$ cat config.mk
export PLATFORM = sky130hd
export DESIGN_NAME = gtimer_bank
export DESIGN_NICKNAME = d
export VERILOG_FILES = /design/src/rtl/gtimer_bank.sv
export SDC_FILE = /design/constraint.sdc
export NUM_CORES = 1
export LEC_CHECK = 0
export CORE_UTILIZATION = 60
export DETAILED_ROUTE_END_ITERATION = 12
export MAX_ROUTING_LAYER = met4
export PLACE_DENSITY = 0.8
export SYNTH_ARGS = -nofsm -noshare
export SYNTH_HDL_FRONTEND = slang
export SYNTH_SLANG_ARGS = --single-unit
$ cat constraint.sdc
create_clock -name clk -period 4.9 [get_ports clk]
set_clock_uncertainty 0.2 [all_clocks]
set_input_delay 0.735 -clock clk [delete_from_list [all_inputs] [get_ports clk]]
set_output_delay 0.735 -clock clk [all_outputs]
set_load 0.02 [all_outputs]
$ cat src/rtl/gtimer_bank.sv
module gtimer_bank #(
  parameter int NCORES = 4,
  parameter int SELW   = 8,
  parameter int IDW    = (NCORES > 1) ? $clog2(NCORES) : 1
) (
  input  logic              clk,
  input  logic              rst_n,
  input  logic              cnt_en,
  input  logic              bus_vld,
  input  logic              bus_wr,
  input  logic [IDW-1:0]    bus_core,
  input  logic [3:0]        bus_addr,
  input  logic [31:0]       bus_wdata,
  output logic [31:0]       bus_rdata,
  output logic [NCORES-1:0] tmr_irq
);
  localparam logic [3:0] A_CFG = 4'd0, A_CLO = 4'd1, A_CHI = 4'd2;
  localparam logic [3:0] A_LLO = 4'd4, A_LHI = 4'd5, A_LPD = 4'd6, A_SEL = 4'd7;
  localparam logic [3:0] A_OLO = 4'd8, A_OHI = 4'd9, A_OPD = 4'd10;

  logic [63:0]     cnt;
  logic [63:0]     cmp [NCORES];
  logic [NCORES-1:0] pend;
  logic [SELW-1:0] sel [NCORES];
  logic [NCORES-1:0] wlo, whi;

  wire             req_ok   = bus_vld && (32'(bus_core) < NCORES);
  wire [SELW-1:0]  rsel     = req_ok ? sel[bus_core] : '0;
  wire             other_ok = 32'(rsel) < NCORES;
  wire [IDW-1:0]   otgt     = rsel[IDW-1:0];
  wire             do_wr    = req_ok && bus_wr;

  assign tmr_irq = pend;

  always_ff @(posedge clk or negedge rst_n)
    if (!rst_n)      cnt <= '0;
    else if (cnt_en) cnt <= cnt + 64'd1;

  for (genvar i = 0; i < NCORES; i++) begin : g_core
    wire mine = bus_core == IDW'(i);
    wire oth  = other_ok && otgt == IDW'(i);
    assign wlo[i] = do_wr && ((bus_addr == A_LLO && mine) || (bus_addr == A_OLO && oth));
    assign whi[i] = do_wr && ((bus_addr == A_LHI && mine) || (bus_addr == A_OHI && oth));

    always_ff @(posedge clk or negedge rst_n)
      if (!rst_n) begin
        cmp[i]  <= '1;
        pend[i] <= 1'b0;
        sel[i]  <= '0;
      end else begin
        if (wlo[i]) cmp[i][31:0]  <= bus_wdata;
        if (whi[i]) cmp[i][63:32] <= bus_wdata;
        if (wlo[i])               pend[i] <= 1'b0;
        else if (cnt == cmp[i])   pend[i] <= 1'b1;
        if (do_wr && bus_addr == A_SEL && mine) sel[i] <= bus_wdata[SELW-1:0];
      end


    match_sets_chk: assert property (@(posedge clk) disable iff (!rst_n)
      (cnt == cmp[i] && !wlo[i]) |=> tmr_irq[i]);

    pend_hold_chk: assert property (@(posedge clk) disable iff (!rst_n)
      (tmr_irq[i] && !wlo[i]) |=> tmr_irq[i]);

    lo_clear_chk: assert property (@(posedge clk) disable iff (!rst_n)
      wlo[i] |=> !tmr_irq[i]);
  end

  always_comb begin
    bus_rdata = '0;
    if (req_ok)
      case (bus_addr)
        A_CFG: bus_rdata[7:0] = 8'(NCORES - 1);
        A_CLO: bus_rdata = cnt[31:0];
        A_CHI: bus_rdata = cnt[63:32];
        A_LLO: bus_rdata = cmp[bus_core][31:0];
        A_LHI: bus_rdata = cmp[bus_core][63:32];
        A_LPD: bus_rdata[0] = pend[bus_core];
        A_SEL: bus_rdata[SELW-1:0] = rsel;
        A_OLO: if (other_ok) bus_rdata = cmp[otgt][31:0];
        A_OHI: if (other_ok) bus_rdata = cmp[otgt][63:32];
        A_OPD: if (other_ok) bus_rdata[0] = pend[otgt];
        default: bus_rdata = '0;
      endcase
  end


  cnt_step_chk: assert property (@(posedge clk) disable iff (!rst_n)
    cnt_en |=> cnt == $past(cnt) + 64'd1);

  cnt_hold_chk: assert property (@(posedge clk) disable iff (!rst_n)
    !cnt_en |=> $stable(cnt));

  oor_read_chk: assert property (@(posedge clk) disable iff (!rst_n)
    (req_ok && !other_ok && (bus_addr == A_OLO || bus_addr == A_OHI || bus_addr == A_OPD))
      |-> bus_rdata == 32'd0);

  idle_zero_chk: assert property (@(posedge clk) disable iff (!rst_n)
    !bus_vld |-> bus_rdata == 32'd0);
endmodule

==> run metrics <==
post-synthesis xor/xnor area fraction 12.65%; Final ANT Viol Nets 0; status completed; combinational family with the most area after synthesis multiplexers; H-tree depth 2; Final min period 4.639 ns; DRC viols 0; WL final 82,710 um; syn_area_per_cell 11.25 sq um; relative slew slack 25.41%; Design Power 8945 uW; CP Class in2out; vias post-DR 18.20k; crit-path leading delay family buffers and inverters; setup_tns 0 ns; routed len/inst 33.54 um; fmax 215.5 MHz; via/cell ratio 7.381; routability congestion estimate from global placement 1.036; grt total ovfl 0; crit-path max cell delay 0.85 ns; CTS tree yes; CTS max path bufs 3; Synth Cell Area 22,150 sq um; I/O pin count 79; Worst-Margin Slew 1.119 ns; GRT Total Usage 45.74%; worst hold path type in2async; Critical Path RT 3.96 ns; row cnt 70; Netlist cell types 58; Iter 0 DRT Violations 2,490; final period utilization 94.68%; Max stage delay cell, worst path o21ai_2; drt first pass iters 8; antenna violations before repair 3; P_leak 0.01063 uW; sequential share of the synthesized area 41.67%; vias in the first global route 17.59k; final setup vio count 0; fill count 2,745; Crit Path Max Fanout 12; simple-gate share of the synthesized area 8.225%; crit path launch bus_addr[1]; power per cell area 361.9 nW/um^2; CTS sink count 356; RSZ-0062 raised after global routing no; Critical Path, Cell by Cell clkdlybuf4s50_1 > buf_4 > mux2_2 > nor2_1 > o21ai_2 > buf_4 > o22ai_1 > clkdlybuf4s50_1; Die Footprint 37,690 sq um; post-DP HPWL 57,530 um; # Max-Cap Violations 0; final hold vios 0; Synth Register Bits 356; Post-CTS Setup Inserts 0; post-cts resize count 0; max-slew violations 0; first-pass GRT wire length 122,100 um; Worst setup EP type primary output; area grow syn2layout 11.59%; worst path bufs/invs 4; IO Port Bufs 78; Die X-Extent 194.1 um; root buf cell clkbuf_16; Final Util 67.83%; Worst-path clk slew 0.06 ns; die height 194.1 um; post-synthesis mux area share 20.06%; yosys warns 0; CORE AREA 36,430 sq um; layout cells sized above 1 30.53%; critical path arrival 3.70 ns; Starting Density 60.79%; Post-synth EDFFs 0; largest net degree at the start of global routing 101; Worst VDD drop 303.8 uV; cts bufs inserted 41; Post-Synthesis Cells 1,968; Post-Syn Nets 2,012; CP startpoint kind input pin; clk_lat worst skew 0.59 ns; hold buffer count at cts 0; start of the worst register-to-register path sel[2]; Main synth FF type dfstp_2; Synth Area in Compound Gates 13.18%; nets 2,006; post-synthesis adder-cell area fraction 0.05649%; Async SR Flop Fraction 100.0%
-- synthesized netlist by cell type (10+ instances only) --
master | instances | area share, %
o21ai_0 | 135 | 3.1
buf_1 | 10 | 0.17
nor3_1 | 10 | 0.23
nand2_1 | 69 | 1.2
buf_2 | 51 | 1.2
nand2b_1 | 13 | 0.37
mux4_2 | 73 | 7.4
mux2_2 | 124 | 6.3
a22o_1 | 27 | 1.1
buf_4 | 15 | 0.51
xnor2_1 | 38 | 1.5
nor4_1 | 70 | 2.0
nand3_1 | 19 | 0.43
a221oi_1 | 26 | 1.0
xor2_1 | 282 | 11
clkbuf_1 | 100 | 1.7
nor2_1 | 84 | 1.4
o22ai_1 | 92 | 2.6
mux2i_1 | 130 | 5.9
o2bb2ai_1 | 96 | 3.8
nand4_1 | 31 | 0.88
inv_1 | 13 | 0.22
dfrtp_1 | 100 | 11
dfstp_2 | 256 | 30
-- cell families after synthesis --
logic type	after synthesis
muxes	336
buffers and inverters	197
and+or+nand+nor	343
DFF	356
adders and majority gates	1
AOI/OAI and AO/OA	415
xor gates and xnor gates	320
-- final cells by class --
cell class / count / area [sq um] / area share [%]
antenna: 3 / 7.507 / 0.03038
clock buffer: 60 / 1200 / 4.855
clock inverter: 16 / 192.7 / 0.7796
inverter: 13 / 48.80 / 0.1974
multi-input combinational: 1415 / 12080 / 48.89
sequential: 356 / 9229 / 37.34
tap: 468 / 585.6 / 2.369
timing repair buffer: 135 / 1369 / 5.538
-- worst paths after layout --
| kind | to | slack, ns | depth (start not counted) |
|---|---|---|---|
| min reg2reg | sel[1] | 0.31 | 1 |
| max reg2reg | cmp[216] | 1.42 | 8 |
| max in group asynchronous | cmp[203] | 3.37 | 2 |
| min in group clk | sel[1] | 0.31 | 1 |
| min | cnt[43] | 0.02 | 1 |
| max | bus_rdata[14] | 0.26 | 8 |
-- metal layers --
layer / vias to the layer above / track usage (%) / routed length (um)
li1: 7310 / - / -
met1: 9095 / 60.03 / 30820
met2: 1492 / 64.60 / 35610
met3: 304 / 13.22 / 11410
met4: 0 / 23.05 / 4868
met5: - / - / 0
-- flip-flops by register name, summed over array words and instances (netlist names) --
register / cells
cmp: 256
tmr_irq: 4
cnt: 64
sel: 32
-- power by group --
group          switching, uW  total [uW]  internal [uW]
sequential               496        3960           3470
clock                   1290        3200           1920
combinational           1000        1780            773
total                   2790        8950           6160
-- metrics by stage --
stage	instance area (sq um)	instances	setup slack, ns	hold WS (ns)
after global routing	24720	2466	0.2780	0.06503
after global placement	23310	2387	0.4236	0.2868
after detailed placement	23310	2387	0.4349	0.2932
after CTS	24710	2463	0.4246	0.04934
after floorplan	22150	1968	1.228	0.2394
final	24720	2466	0.2607	0.02371
-- layout by cell type, fill, tap and decap left out, types with 11 or more instances in the layout --
| cell | instances |
|---|---|
| a221oi_1 | 26 |
| a22o_1 | 27 |
| buf_12 | 13 |
| buf_4 | 47 |
| clkbuf_1 | 11 |
| clkbuf_16 | 43 |
| clkdlybuf4s50_1 | 74 |
| dfrtp_1 | 100 |
| dfstp_2 | 256 |
| inv_1 | 13 |
| mux2_2 | 124 |
| mux2i_1 | 129 |
| mux4_2 | 73 |
| nand2_1 | 68 |
| nand2b_1 | 13 |
| nand3_1 | 19 |
| nand4_1 | 31 |
| nor2_1 | 83 |
| nor4_1 | 70 |
| o21ai_0 | 135 |
| o22ai_1 | 92 |
| o2bb2ai_1 | 96 |
| xnor2_1 | 38 |
| xor2_1 | 282 |
Power figures use the tool's default switching activity.
